===== config.mk =====
export PLATFORM = sky130hd
export DESIGN_NAME = dmac_regif
export DESIGN_NICKNAME = d
export VERILOG_FILES = /design/src/rtl/dmac_pkg.sv /design/src/rtl/dmac_bptr.sv /design/src/rtl/dmac_chan.sv /design/src/rtl/dmac_flags.sv /design/src/rtl/dmac_regif.sv
export SDC_FILE = /design/constraint.sdc
export NUM_CORES = 1
export LEC_CHECK = 0
export BUFFER_PORTS_ARGS = -buffer_cell sky130_fd_sc_hd__buf_2
export CAP_MARGIN = 30
export CORE_MARGIN = 2
export CORE_UTILIZATION = 58
export DETAILED_ROUTE_END_ITERATION = 16
export PLACE_DENSITY = 0.73
export SYNTH_ARGS = -nofsm -noshare
export SYNTH_HDL_FRONTEND = slang
export SYNTH_HIERARCHICAL = 1
export SYNTH_SLANG_ARGS = --single-unit

===== constraint.sdc =====
create_clock -name clk -period 8.1 [get_ports clk]
set_input_delay 0.405 -clock clk [delete_from_list [all_inputs] [get_ports clk]]
set_output_delay 0.405 -clock clk [all_outputs]
set_load 0.02 [all_outputs]

===== src/rtl/dmac_pkg.sv =====
package dmac_pkg;
  localparam int NCH  = 4;
  localparam int CH_W = 2;

  localparam logic [3:0] OFS_STAT   = 4'h8;
  localparam logic [3:0] OFS_REQ    = 4'h9;
  localparam logic [3:0] OFS_SMASK  = 4'hA;
  localparam logic [3:0] OFS_MODE   = 4'hB;
  localparam logic [3:0] OFS_PTRCLR = 4'hC;
  localparam logic [3:0] OFS_MCLR   = 4'hD;
  localparam logic [3:0] OFS_UNMASK = 4'hE;
  localparam logic [3:0] OFS_AMASK  = 4'hF;

  localparam logic [1:0] MODE_CASCADE = 2'b11;
endpackage


===== src/rtl/dmac_bptr.sv =====
module dmac_bptr (
  input  logic clk,
  input  logic rst_n,
  input  logic clr,
  input  logic step,
  output logic hi_sel
);
  logic hi_d;
  logic hi_en;

  always_comb begin
    hi_en = clr | step;
    hi_d  = clr ? 1'b0 : ~hi_sel;
  end

  always_ff @(posedge clk or negedge rst_n) begin
    if (!rst_n)     hi_sel <= 1'b0;
    else if (hi_en) hi_sel <= hi_d;
  end

  assert_ptr_clear_R3: assert property (@(posedge clk) disable iff (!rst_n)
    clr |=> !hi_sel);
  assert_ptr_toggle_R2: assert property (@(posedge clk) disable iff (!rst_n)
    (step && !clr) |=> (hi_sel != $past(hi_sel)));
endmodule


===== src/rtl/dmac_chan.sv =====
module dmac_chan #(
  parameter int DATA_W = 8,
  localparam int REG_W = 2 * DATA_W
) (
  input  logic              clk,
  input  logic              rst_n,
  input  logic              wr_addr,
  input  logic              wr_cnt,
  input  logic [DATA_W-1:0] wdata,
  input  logic              hi_sel,
  input  logic              tick,
  input  logic              autoinit,
  output logic [REG_W-1:0]  cur_addr,
  output logic [REG_W-1:0]  cur_cnt,
  output logic              tc_hit
);
  logic [REG_W-1:0] base_addr, base_cnt;
  logic [REG_W-1:0] base_addr_d, base_cnt_d, cur_addr_d, cur_cnt_d;
  logic             upd_en;

  function automatic logic [REG_W-1:0] put_byte(input logic [REG_W-1:0] v,
                                                input logic h,
                                                input logic [DATA_W-1:0] b);
    logic [REG_W-1:0] r;
    r = v;
    if (h) r[REG_W-1:DATA_W] = b;
    else   r[DATA_W-1:0]     = b;
    return r;
  endfunction

  always_comb begin
    tc_hit      = tick && (cur_cnt == '0);
    upd_en      = tick | wr_addr | wr_cnt;
    base_addr_d = base_addr;
    base_cnt_d  = base_cnt;
    cur_addr_d  = cur_addr;
    cur_cnt_d   = cur_cnt;
    if (tick) begin
      if (tc_hit && autoinit) begin
        cur_addr_d = base_addr;
        cur_cnt_d  = base_cnt;
      end else begin
        cur_addr_d = cur_addr + 1'b1;
        cur_cnt_d  = cur_cnt - 1'b1;
      end
    end
    if (wr_addr) begin
      base_addr_d = put_byte(base_addr, hi_sel, wdata);
      cur_addr_d  = put_byte(cur_addr, hi_sel, wdata);
    end
    if (wr_cnt) begin
      base_cnt_d = put_byte(base_cnt, hi_sel, wdata);
      cur_cnt_d  = put_byte(cur_cnt, hi_sel, wdata);
    end
  end

  always_ff @(posedge clk or negedge rst_n) begin
    if (!rst_n) begin
      base_addr <= '0;
      base_cnt  <= '0;
      cur_addr  <= '0;
      cur_cnt   <= '0;
    end else if (upd_en) begin
      base_addr <= base_addr_d;
      base_cnt  <= base_cnt_d;
      cur_addr  <= cur_addr_d;
      cur_cnt   <= cur_cnt_d;
    end
  end

  assert_cnt_step_R5: assert property (@(posedge clk) disable iff (!rst_n)
    (tick && !wr_cnt && !(tc_hit && autoinit)) |=> (cur_cnt == $past(cur_cnt) - 1'b1));
  assert_addr_step_R5: assert property (@(posedge clk) disable iff (!rst_n)
    (tick && !wr_addr && !(tc_hit && autoinit)) |=> (cur_addr == $past(cur_addr) + 1'b1));
  assert_reload_R7: assert property (@(posedge clk) disable iff (!rst_n)
    (tc_hit && autoinit && !wr_cnt && !wr_addr) |=>
      (cur_cnt == $past(base_cnt) && cur_addr == $past(base_addr)));
  assert_idle_R5: assert property (@(posedge clk) disable iff (!rst_n)
    (!tick && !wr_cnt && !wr_addr) |=> ($stable(cur_cnt) && $stable(cur_addr)));
endmodule


===== src/rtl/dmac_flags.sv =====
module dmac_flags
  import dmac_pkg::*;
#(
  parameter int DATA_W = 8
) (
  input  logic              clk,
  input  logic              rst_n,
  input  logic              mclr,
  input  logic              smask_wr,
  input  logic              amask_wr,
  input  logic              unmask_wr,
  input  logic              mode_wr,
  input  logic              stat_rd,
  input  logic [DATA_W-1:0] wdata,
  input  logic [NCH-1:0]    tc_hit,
  output logic [NCH-1:0]    mask,
  output logic [NCH-1:0]    autoinit,
  output logic [NCH-1:0]    cascade,
  output logic [NCH-1:0]    status
);
  logic [NCH-1:0]  mask_d, auto_d, casc_d, status_d;
  logic [CH_W-1:0] wsel;
  logic            flag_en;

  always_comb begin
    wsel     = wdata[CH_W-1:0];
    flag_en  = mclr | smask_wr | amask_wr | unmask_wr | mode_wr | stat_rd | (|tc_hit);
    auto_d   = autoinit;
    casc_d   = cascade;
    status_d = (stat_rd ? '0 : status) | tc_hit;
    mask_d   = mask | (tc_hit & ~autoinit);
    if (smask_wr)  mask_d[wsel] = wdata[2];
    if (amask_wr)  mask_d = wdata[NCH-1:0];
    if (unmask_wr) mask_d = '0;
    if (mode_wr) begin
      auto_d[wsel] = wdata[4];
      casc_d[wsel] = (wdata[7:6] == MODE_CASCADE);
    end
    if (mclr) begin
      mask_d   = '1;
      status_d = '0;
    end
  end

  always_ff @(posedge clk or negedge rst_n) begin
    if (!rst_n) begin
      mask     <= '1;
      autoinit <= '0;
      cascade  <= '0;
      status   <= '0;
    end else if (flag_en) begin
      mask     <= mask_d;
      autoinit <= auto_d;
      cascade  <= casc_d;
      status   <= status_d;
    end
  end

  assert_mclr_R9: assert property (@(posedge clk) disable iff (!rst_n)
    mclr |=> (mask == '1 && status == '0));
  assert_stat_clr_R8: assert property (@(posedge clk) disable iff (!rst_n)
    (stat_rd && !mclr && tc_hit == '0) |=> (status == '0));
  assert_tc_kept_R8: assert property (@(posedge clk) disable iff (!rst_n)
    (tc_hit != '0 && !mclr) |=> ((status & $past(tc_hit)) == $past(tc_hit)));

  for (genvar i = 0; i < NCH; i++) begin : g_chk
    assert_tc_mask_R6: assert property (@(posedge clk) disable iff (!rst_n)
      (tc_hit[i] && !autoinit[i] && !smask_wr && !amask_wr && !unmask_wr) |=> mask[i]);
    assert_auto_run_R7: assert property (@(posedge clk) disable iff (!rst_n)
      (tc_hit[i] && autoinit[i] && !mask[i] && !mclr && !smask_wr && !amask_wr) |=> !mask[i]);
  end
endmodule


===== src/rtl/dmac_regif.sv =====
module dmac_regif
  import dmac_pkg::*;
#(
  parameter int DATA_W = 8
) (
  input  logic              clk,
  input  logic              rst_n,
  input  logic [3:0]        bus_addr,
  input  logic [DATA_W-1:0] bus_wdata,
  input  logic              bus_wr,
  input  logic              bus_rd,
  output logic [DATA_W-1:0] bus_rdata,
  input  logic [NCH-1:0]    xfer_tick,
  output logic [NCH-1:0]    chan_en
);
  localparam int REG_W = 2 * DATA_W;

  logic                rst_meta, rst_q;
  logic                hi_sel;
  logic                chan_port, mclr, ptr_clr;
  logic [NCH-1:0]      wr_addr, wr_cnt, tick_ok, tc_hit;
  logic [NCH-1:0]      mask, autoinit, cascade, status;
  logic [REG_W-1:0]    ch_addr [NCH];
  logic [REG_W-1:0]    ch_cnt  [NCH];
  logic [REG_W-1:0]    rd_word;
  logic [CH_W-1:0]     rd_ch;

  always_ff @(posedge clk or negedge rst_n) begin
    if (!rst_n) begin
      rst_meta <= 1'b0;
      rst_q    <= 1'b0;
    end else begin
      rst_meta <= 1'b1;
      rst_q    <= rst_meta;
    end
  end

  always_comb begin
    chan_port = !bus_addr[3];
    mclr      = bus_wr && (bus_addr == OFS_MCLR);
    ptr_clr   = mclr || (bus_wr && bus_addr == OFS_PTRCLR);
    tick_ok   = xfer_tick & ~mask & ~cascade;
    chan_en   = ~mask;
  end

  dmac_bptr u_bptr (
    .clk    (clk),
    .rst_n  (rst_q),
    .clr    (ptr_clr),
    .step   ((bus_wr | bus_rd) & chan_port),
    .hi_sel (hi_sel)
  );

  for (genvar i = 0; i < NCH; i++) begin : g_ch
    assign wr_addr[i] = bus_wr && (bus_addr == 4'(2 * i));
    assign wr_cnt[i]  = bus_wr && (bus_addr == 4'(2 * i + 1));

    dmac_chan #(.DATA_W(DATA_W)) u_chan (
      .clk      (clk),
      .rst_n    (rst_q),
      .wr_addr  (wr_addr[i]),
      .wr_cnt   (wr_cnt[i]),
      .wdata    (bus_wdata),
      .hi_sel   (hi_sel),
      .tick     (tick_ok[i]),
      .autoinit (autoinit[i]),
      .cur_addr (ch_addr[i]),
      .cur_cnt  (ch_cnt[i]),
      .tc_hit   (tc_hit[i])
    );
  end

  dmac_flags #(.DATA_W(DATA_W)) u_flags (
    .clk       (clk),
    .rst_n     (rst_q),
    .mclr      (mclr),
    .smask_wr  (bus_wr && bus_addr == OFS_SMASK),
    .amask_wr  (bus_wr && bus_addr == OFS_AMASK),
    .unmask_wr (bus_wr && bus_addr == OFS_UNMASK),
    .mode_wr   (bus_wr && bus_addr == OFS_MODE),
    .stat_rd   (bus_rd && bus_addr == OFS_STAT),
    .wdata     (bus_wdata),
    .tc_hit    (tc_hit),
    .mask      (mask),
    .autoinit  (autoinit),
    .cascade   (cascade),
    .status    (status)
  );

  always_comb begin
    rd_ch     = bus_addr[CH_W:1];
    rd_word   = bus_addr[0] ? ch_cnt[rd_ch] : ch_addr[rd_ch];
    bus_rdata = '0;
    if (bus_rd) begin
      if (chan_port)
        bus_rdata = hi_sel ? rd_word[REG_W-1:DATA_W] : rd_word[DATA_W-1:0];
      else if (bus_addr == OFS_STAT)
        bus_rdata = DATA_W'(status);
    end
  end

  assert_rst_state_R1: assert property (@(posedge clk) disable iff (!rst_q)
    $rose(rst_q) |-> (mask == '1 && !hi_sel));
  assert_en_inv_R4: assert property (@(posedge clk) disable iff (!rst_q)
    (bus_wr && bus_addr == OFS_UNMASK) |=> (chan_en == '1));
endmodule


==> results of run 1 <==
## metal layers
metal	track usage (%)	vias up	part of all wire (%)
met5	0	-	0.025
met4	13.2	2	4.0
met3	6.29	162	9.4
met2	53.6	809	46
met1	46.8	7048	40
li1	-	6486	-
## flip-flops by register name, summed over array words and instances, names as in the netlist, 4 cells and up
signal / count
g_ch.u_chan/base_addr: 64
g_ch.u_chan/base_cnt: 64
g_ch.u_chan/cur_addr: 64
u_flags/status: 4
u_flags/cascade: 4
u_flags/mask: 4
u_flags/autoinit: 4
g_ch.u_chan/cur_cnt: 64
## cell type report
cell class	instances	area share (%)
Clock buffer	51	5.15
Clock inverter	7	0.491
Inverter	38	0.789
Multi-Input combinational cell	1360	50.9
Sequential cell	275	38.1
Tap cell	384	2.66
Timing Repair Buffer	51	1.90
## what timing repair did
item                      in CTS  in global routing
resized for setup              0                  0
hold buffers                   1                  0
hold endpoints to repair       2                  0
## cells in the mapped netlist, types with 14 or more instances
master	n	area, µm²
mux2_2	96	1080
o31ai_1	22	165
o21ai_0	78	390
a21oi_1	74	370
or4_1	14	105
clkbuf_1	44	165
buf_6	20	225
o211ai_1	20	150
o21ai_1	17	85.1
xor2_1	39	342
nor2_1	105	394
xnor2_1	45	394
nand3_1	66	330
o22ai_1	33	206
inv_1	35	131
dfrtp_1	271	6780
mux2i_1	81	811
nor3_1	52	260
nand2_1	261	980
nand4_1	26	163
nor4_1	17	106
a31oi_1	29	181
a22oi_1	41	308
## final timing paths
| path | startpoint | endpoint | slack (ns) | cells after the start |
|---|---|---|---|---|
| worst max-delay path | bus_addr[1] | g_ch[1].u_chan/cur_cnt[12] | 4.64 | 9 |
| max in group asynchronous | rst_q | u_bptr/hi_sel | 6.35 | 1 |
| worst min-delay path | rst_n | rst_meta | 0.14 | 2 |
| worst min register to register | rst_meta | rst_q | 0.35 | 0 |
| min in group clk | bus_wr | u_bptr/hi_sel | 0.33 | 3 |
| worst max register to register | u_bptr/hi_sel | g_ch[1].u_chan/cur_cnt[12] | 5.02 | 7 |
## cell usage in the layout, fill, tap and decap left out, types with 13 or more instances in the layout
| cell type | Yosys | final |
|---|---|---|
| buf_4 | 5 | 16 |
| dfrtp_1 | 271 | 269 |
| mux2i_1 | 81 | 81 |
| o31ai_1 | 22 | 22 |
| clkbuf_16 | 0 | 31 |
| or3_1 | 13 | 13 |
| o22ai_1 | 33 | 33 |
| inv_1 | 35 | 35 |
| nand2_1 | 261 | 261 |
| nand3_1 | 66 | 66 |
| mux2_2 | 96 | 96 |
| o21ai_1 | 17 | 17 |
| nand4_1 | 26 | 26 |
| mux4_2 | 13 | 13 |
| nor4_1 | 17 | 17 |
| nor2_1 | 105 | 105 |
| o21ai_0 | 78 | 78 |
| nor3_1 | 52 | 50 |
| buf_2 | 11 | 31 |
| a22oi_1 | 41 | 41 |
| o211ai_1 | 20 | 20 |
| xor2_1 | 39 | 39 |
| xnor2_1 | 45 | 45 |
| a31oi_1 | 29 | 29 |
| a21oi_1 | 74 | 74 |
| or4_1 | 14 | 14 |
## per-stage QoR
step                setup WS, ns  cell area [µm²]  hold WS (ns)  power, mW
floorplan                   3.60            17000         0.109       3.82
global placement            4.26            17000         0.190       4.41
detailed placement          4.22            17000         0.195       4.49
CTS                         4.68            18100         0.116       5.92
global route                4.28            18100         0.133       6.27
finish                      4.64            18100         0.139       5.96
## cells by family after synthesis
kind of cell             Yosys count  share of synthesized area [%]
AO/OA/AOI/OAI                    394                           15.2
XOR/XNOR                          84                           4.33
adder cells (fa/ha/maj)           12                          0.883
buffers and inverters            141                           5.35
flip-flops                       275                           40.5
multiplexers                     194                           13.5
other                              1                         0.0221
AND/OR/NAND/NOR                  675                           20.2
## power breakdown
| group | switching [mW] | leakage [nW] | internal (mW) |
|---|---|---|---|
| Clock | 0.571 | 0.502 | 0.841 |
| Sequential | 0.851 | 3.37 | 1.92 |
| Combinational | 0.911 | 3.90 | 0.869 |
==> flow_summary.yaml, run 1 <==
status:
  status: "completed"
synthesis:
  ys_seq_elements: 275
  synthesis.instances: 1776
  synthesis.area_um2: 17000
  yosys_warnings: 6
  ys_types: 86
  synth_edf_count: 0
  syn_area_per_cell_um2: 9.57
  ys.flop_type: "dfrtp_1"
  postSynth.asyncResetShare_pct: 100
  synth_nets: 1808
  yosysSeqAreaShare_pct: 40.5
sta:
  setup_viol: 0
  max_slew_margin_pct: 32.3
  period_share_pct: 42.7
  fin_tns_setup_ns: 0
  skew_ns: 0.0107
  tightest_slew_ns: 1.02
  timing.fmax_ghz: 0.289
  rsz0062_at_grt: "false"
  slew_violations: 0
  hold_viol: 0
  min_period_ns: 3.46
drt:
  detail-route-antenna-nets: 0
  first_pass_iters: 6
  wirelength_um: 52300
  post_drt_wl_per_cell_um: 24.1
  drtIter0Drc: 1620
  vias_per_cell: 6.70
  drc: 0
  via_count: 14500
critical_path:
  cp_cell_sequence: "buf_2 > buf_4 > nand2b_1 > nor2_1 > nand2_1 > o21ai_1 > o22ai_1 > a31oi_1 > o21a_1"
  startpoint_type: "input port"
  required_ns: 8.61
  cp_slowest_cell: "nor2_1"
  path_class: "in2reg"
  cp_top_family: "simple AND/OR/NAND/NOR gates"
  end_kind: "flip-flop"
  cp_num_buf_inv: 2
  crit_fanout: 54
  max_stage_delay_ns: 0.80
  worstPathArrival_ns: 3.97
placement:
  hpwl_um: 34400
  routabilityCongestion: 0.991
  dp_cells: 2106
  port_buffers: 31
grt:
  grt_pass1_wl_um: 81900
  track_usage_pct: 34.0
  grt_pass1_vias: 14100
  grt_overflow_total: 0
  grt_antenna_before_repair: 1
  grt_max_degree: 144
floorplan:
  die_w_um: 175
  start_util_pct: 59.0
  pin_count: 32
  fp.dieArea_um2: 30700
  rows: 62
  die_h_um: 175
  core_area_um2: 28800
clocking:
  clock_path_buffers: 3
  clkTransAtPathRegs_ns: 0.06
  post_cts_buffers: 0
  cts_tree: "done"
  htreeDepth: 1
  cts_num_sinks: 275
  cts_root_buf: "clkbuf_16"
  numCtsBuffers: 31
  clk_latency_ns: 0.58
cells_and_area:
  nets: 1789
  post-route-util_pct: 62.8
  fin_cells: 2166
  drive_gt1_share_pct: 15.5
  multi_input_area_um2: 9210
  seqCellArea_um2: 6890
  diodes: 0
  syn_to_final_growth_pct: 6.43
  fill_cells: 2361
pwr:
  power_density_nw_per_um2: 329
  vdd_drop_max_uv: 233
  leakage_nw: 7.77
hold_path:
  worstHoldPathType: "in2async"
run:
  drv_cap: 0
Power figures use the tool's default switching activity.
==> inputs of run 2 (changes only) <==
--- a/config.mk
+++ b/config.mk
@@ -5,10 +5,11 @@
 export SDC_FILE = /design/constraint.sdc
 export NUM_CORES = 1
 export LEC_CHECK = 0
+export ABC_AREA = 1
 export BUFFER_PORTS_ARGS = -buffer_cell sky130_fd_sc_hd__buf_2
 export CAP_MARGIN = 30
 export CORE_MARGIN = 2
-export CORE_UTILIZATION = 58
+export CORE_UTILIZATION = 60
 export DETAILED_ROUTE_END_ITERATION = 16
 export PLACE_DENSITY = 0.73
 export SYNTH_ARGS = -nofsm -noshare
==> constraint.sdc (replaced) <==
create_clock -name clk -period 3.5 [get_ports clk]
set_input_delay 0.175 -clock clk [delete_from_list [all_inputs] [get_ports clk]]
set_output_delay 0.175 -clock clk [all_outputs]
set_load 0.02 [all_outputs]
==> run 2 against run 1 <==
Net effect:
- total power rose to 2.5 times the previous value
- sequential power rose by 110%
- clock-buffer cell count fell by 8
- critical path depth rose by 2
- synthesized area rose by 9.2%
- global-route usage rose by 2.7 points
- largest cell class unchanged
- via count rose by 30%
==> flow_summary.yaml, run 2 <==
pwr:
  pwr-share-seq_pct: 38.4
  power_density_nw_per_um2: 755
  combPwrFrac_pct: 37.1
  power_mw: 15.1
  vdd_drop_max_uv: 566
  p_int_mw: 8.71
  leakage_nw: 11.0
  switchingPower_mw: 6.43
  swShare_pct: 42.5
  p_clk_share_pct: 24.4
floorplan:
  rows: 64
  core_area_um2: 30500
  pin_count: 32
  start_util_pct: 60.8
  fp.dieArea_um2: 32300
  die_h_um: 180
  die_w_um: 180
synthesis:
  synth_most_common_cell: "nand2_1"
  ys_seq_elements: 275
  syn_area_per_cell_um2: 6.63
  synth_edf_count: 0
  synthTopCellsByCount: "nand2_1, inv_1, nor2_1"
  synth_area_leaders: "dfrtp_1, nand2_1, nand3_1, inv_1, nor2_1"
  ys.flop_type: "dfrtp_1"
  yosysTopAreaCellShare_pct: 36.6
  yosys_warnings: 6
  yosysSeqAreaShare_pct: 37.1
  synth_nets: 2831
  synthesis.area_um2: 18600
  postSynth.asyncResetShare_pct: 100
  yosys.area.top_type: "dfrtp_1"
  ys_types: 34
  synthesis.instances: 2799
critical_path:
  startpoint_type: "flip-flop"
  regToRegEndpoint: "g_ch[2].u_chan/cur_addr[14]"
  rr_startpoint: "u_flags/mask[2]"
  crit_path_end: "g_ch[2].u_chan/cur_addr[14]"
  worstPathArrival_ns: 3.07
  end_kind: "flip-flop"
  crit_fanout: 18
  ff2ff_path_depth: 11
  required_ns: 3.96
  path_class: "reg2reg"
  crit_start: "u_flags/mask[2]"
  rrSetupSlack_ns: 0.89
drt:
  drc: 0
  vias_per_cell: 5.84
  wirelength_um: 60100
  via_count: 18800
  post_drt_wl_per_cell_um: 18.6
  detail-route-antenna-nets: 0
  first_pass_iters: 10
  drtIter0Drc: 2245
sta:
  max_slew_margin_pct: 38.3
  fin_tns_setup_ns: 0
  setup_viol: 0
  timing.fmax_ghz: 0.383
  hold_viol: 0
  hold_ws_ns: 0.0740
  slew_violations: 0
  period_share_pct: 74.6
  tightest_slew_ns: 0.924
  min_period_ns: 2.61
  skew_ns: 0.0383
  postLayoutSetupSlackWorst_ns: 0.890
  rsz0062_at_grt: "false"
cells_and_area:
  most-common-layout-cells: "nand2_1, inv_1, nor2_1"
  fin_cells: 3223
  syn_to_final_growth_pct: 7.96
  nets: 2834
  drive_gt1_share_pct: 8.07
  diodes: 0
  mostFrequentLayoutCell: "nand2_1"
clocking:
  htreeDepth: 1
  cts_tree: "done"
  numCtsBuffers: 31
  clkTransAtPathRegs_ns: 0.06
  clk_latency_ns: 0.61
  clock_path_buffers: 3
  post_cts_buffers: 0
  cts_num_sinks: 275
  cts_root_buf: "clkbuf_16"
  post_cts_resized: 0
  hold_buffers: 3
run:
  drv_cap: 0
status:
  status: "completed"
placement:
  routabilityCongestion: 0.996
  dp_cells: 3162
  place_ws_ns: 0.608
  hpwl_um: 42300
  port_buffers: 31
grt:
  grt_max_degree: 125
  grt_pass1_wl_um: 95400
  track_usage_pct: 36.7
  grt_pass1_vias: 17900
  grt_overflow_total: 0
  grt_antenna_before_repair: 0
hold_path:
  worstHoldPathType: "in2reg"
run 2: cell types whose count changed in the layout (fill, tap and decap cells not counted), sizes merged, moves of 51 or more:
cell   delta
nand2   +429
nor2    +344
mux2     -96
nand3   +350
a21oi    +66
nor3     -51
inv     +389
mux2i    -81
run 2: cell type report:
type	instances	area, µm²
fillers	2761	10500
multi-input cells	2008	9460
flip-flops and latches	275	6890
inverters	425	1600
clock buffers	43	901
well taps	396	495
repair buffers	61	425
clock inverters	15	263
run 2: power groups by stage:
stage	registers [mW]	clock network, mW	logic, mW
5_1_grt	5.96	3.87	6.36
3_5_place_dp	5.82	0	5.46
2_1_floorplan	5.26	0	4.32
3_3_place_gp	5.80	0	5.31
4_1_cts	5.78	3.74	5.51
6_report	5.81	3.70	5.62
run 2: cells by family (layout without fill, tap and decap cells):
| logic type | after synthesis | after routing | synth area share (%) |
|---|---|---|---|
| adder cells (fa/ha/maj) | 12 | 12 | 0.809 |
| buffers and inverters | 516 | 544 | 11.9 |
| AO/OA/AOI/OAI | 310 | 310 | 8.92 |
| XOR/XNOR | 44 | 44 | 2.08 |
| flip-flops | 275 | 275 | 37.1 |
| other | 1 | 1 | 0.0202 |
| AND/OR/NAND/NOR | 1641 | 1641 | 39.1 |
run 2: worst max-delay path, cell delays in order, from the launching register on:
cell     delay (ns)
dfstp_2        0.37
inv_1          0.07
nand2_1        0.05
nor2_1         0.27
nand3_1        0.13
nor2_1         0.13
nand2_1        0.07
nor2_2         0.66
buf_4          0.35
nand3_1        0.15
nand3_1        0.13
a21oi_1        0.07
run 2: worst min-delay path by stage:
stage               startpoint            end  slack [ns]  depth (start not counted)
global route            bus_rd  u_bptr/hi_sel        0.12                          5
floorplan                rst_n       rst_meta       -0.12                          0
global placement         rst_n       rst_meta       -0.04                          1
finish                  bus_rd  u_bptr/hi_sel        0.07                          5
CTS                     bus_rd  u_bptr/hi_sel        0.05                          5
detailed placement       rst_n       rst_meta       -0.04                          1
run 2: per-stage QoR:
step                util [%]  instance area [µm²]
CTS                     65.6                20000
global placement        61.7                18800
detailed placement      61.7                18800
finish                  65.6                20000
global route            65.6                20000
floorplan                  -                18600
run 2: per-layer routing:
metal / track usage, % / share of wire, % / vias up / wire (µm)
met5: 0 / 0 / - / 0
met4: 16.8 / 5.0 / 0 / 2990
met3: 6.83 / 9.5 / 197 / 5690
met2: 56.7 / 44 / 974 / 26700
met1: 50.3 / 41 / 8783 / 24700
li1: - / - / 8875 / -
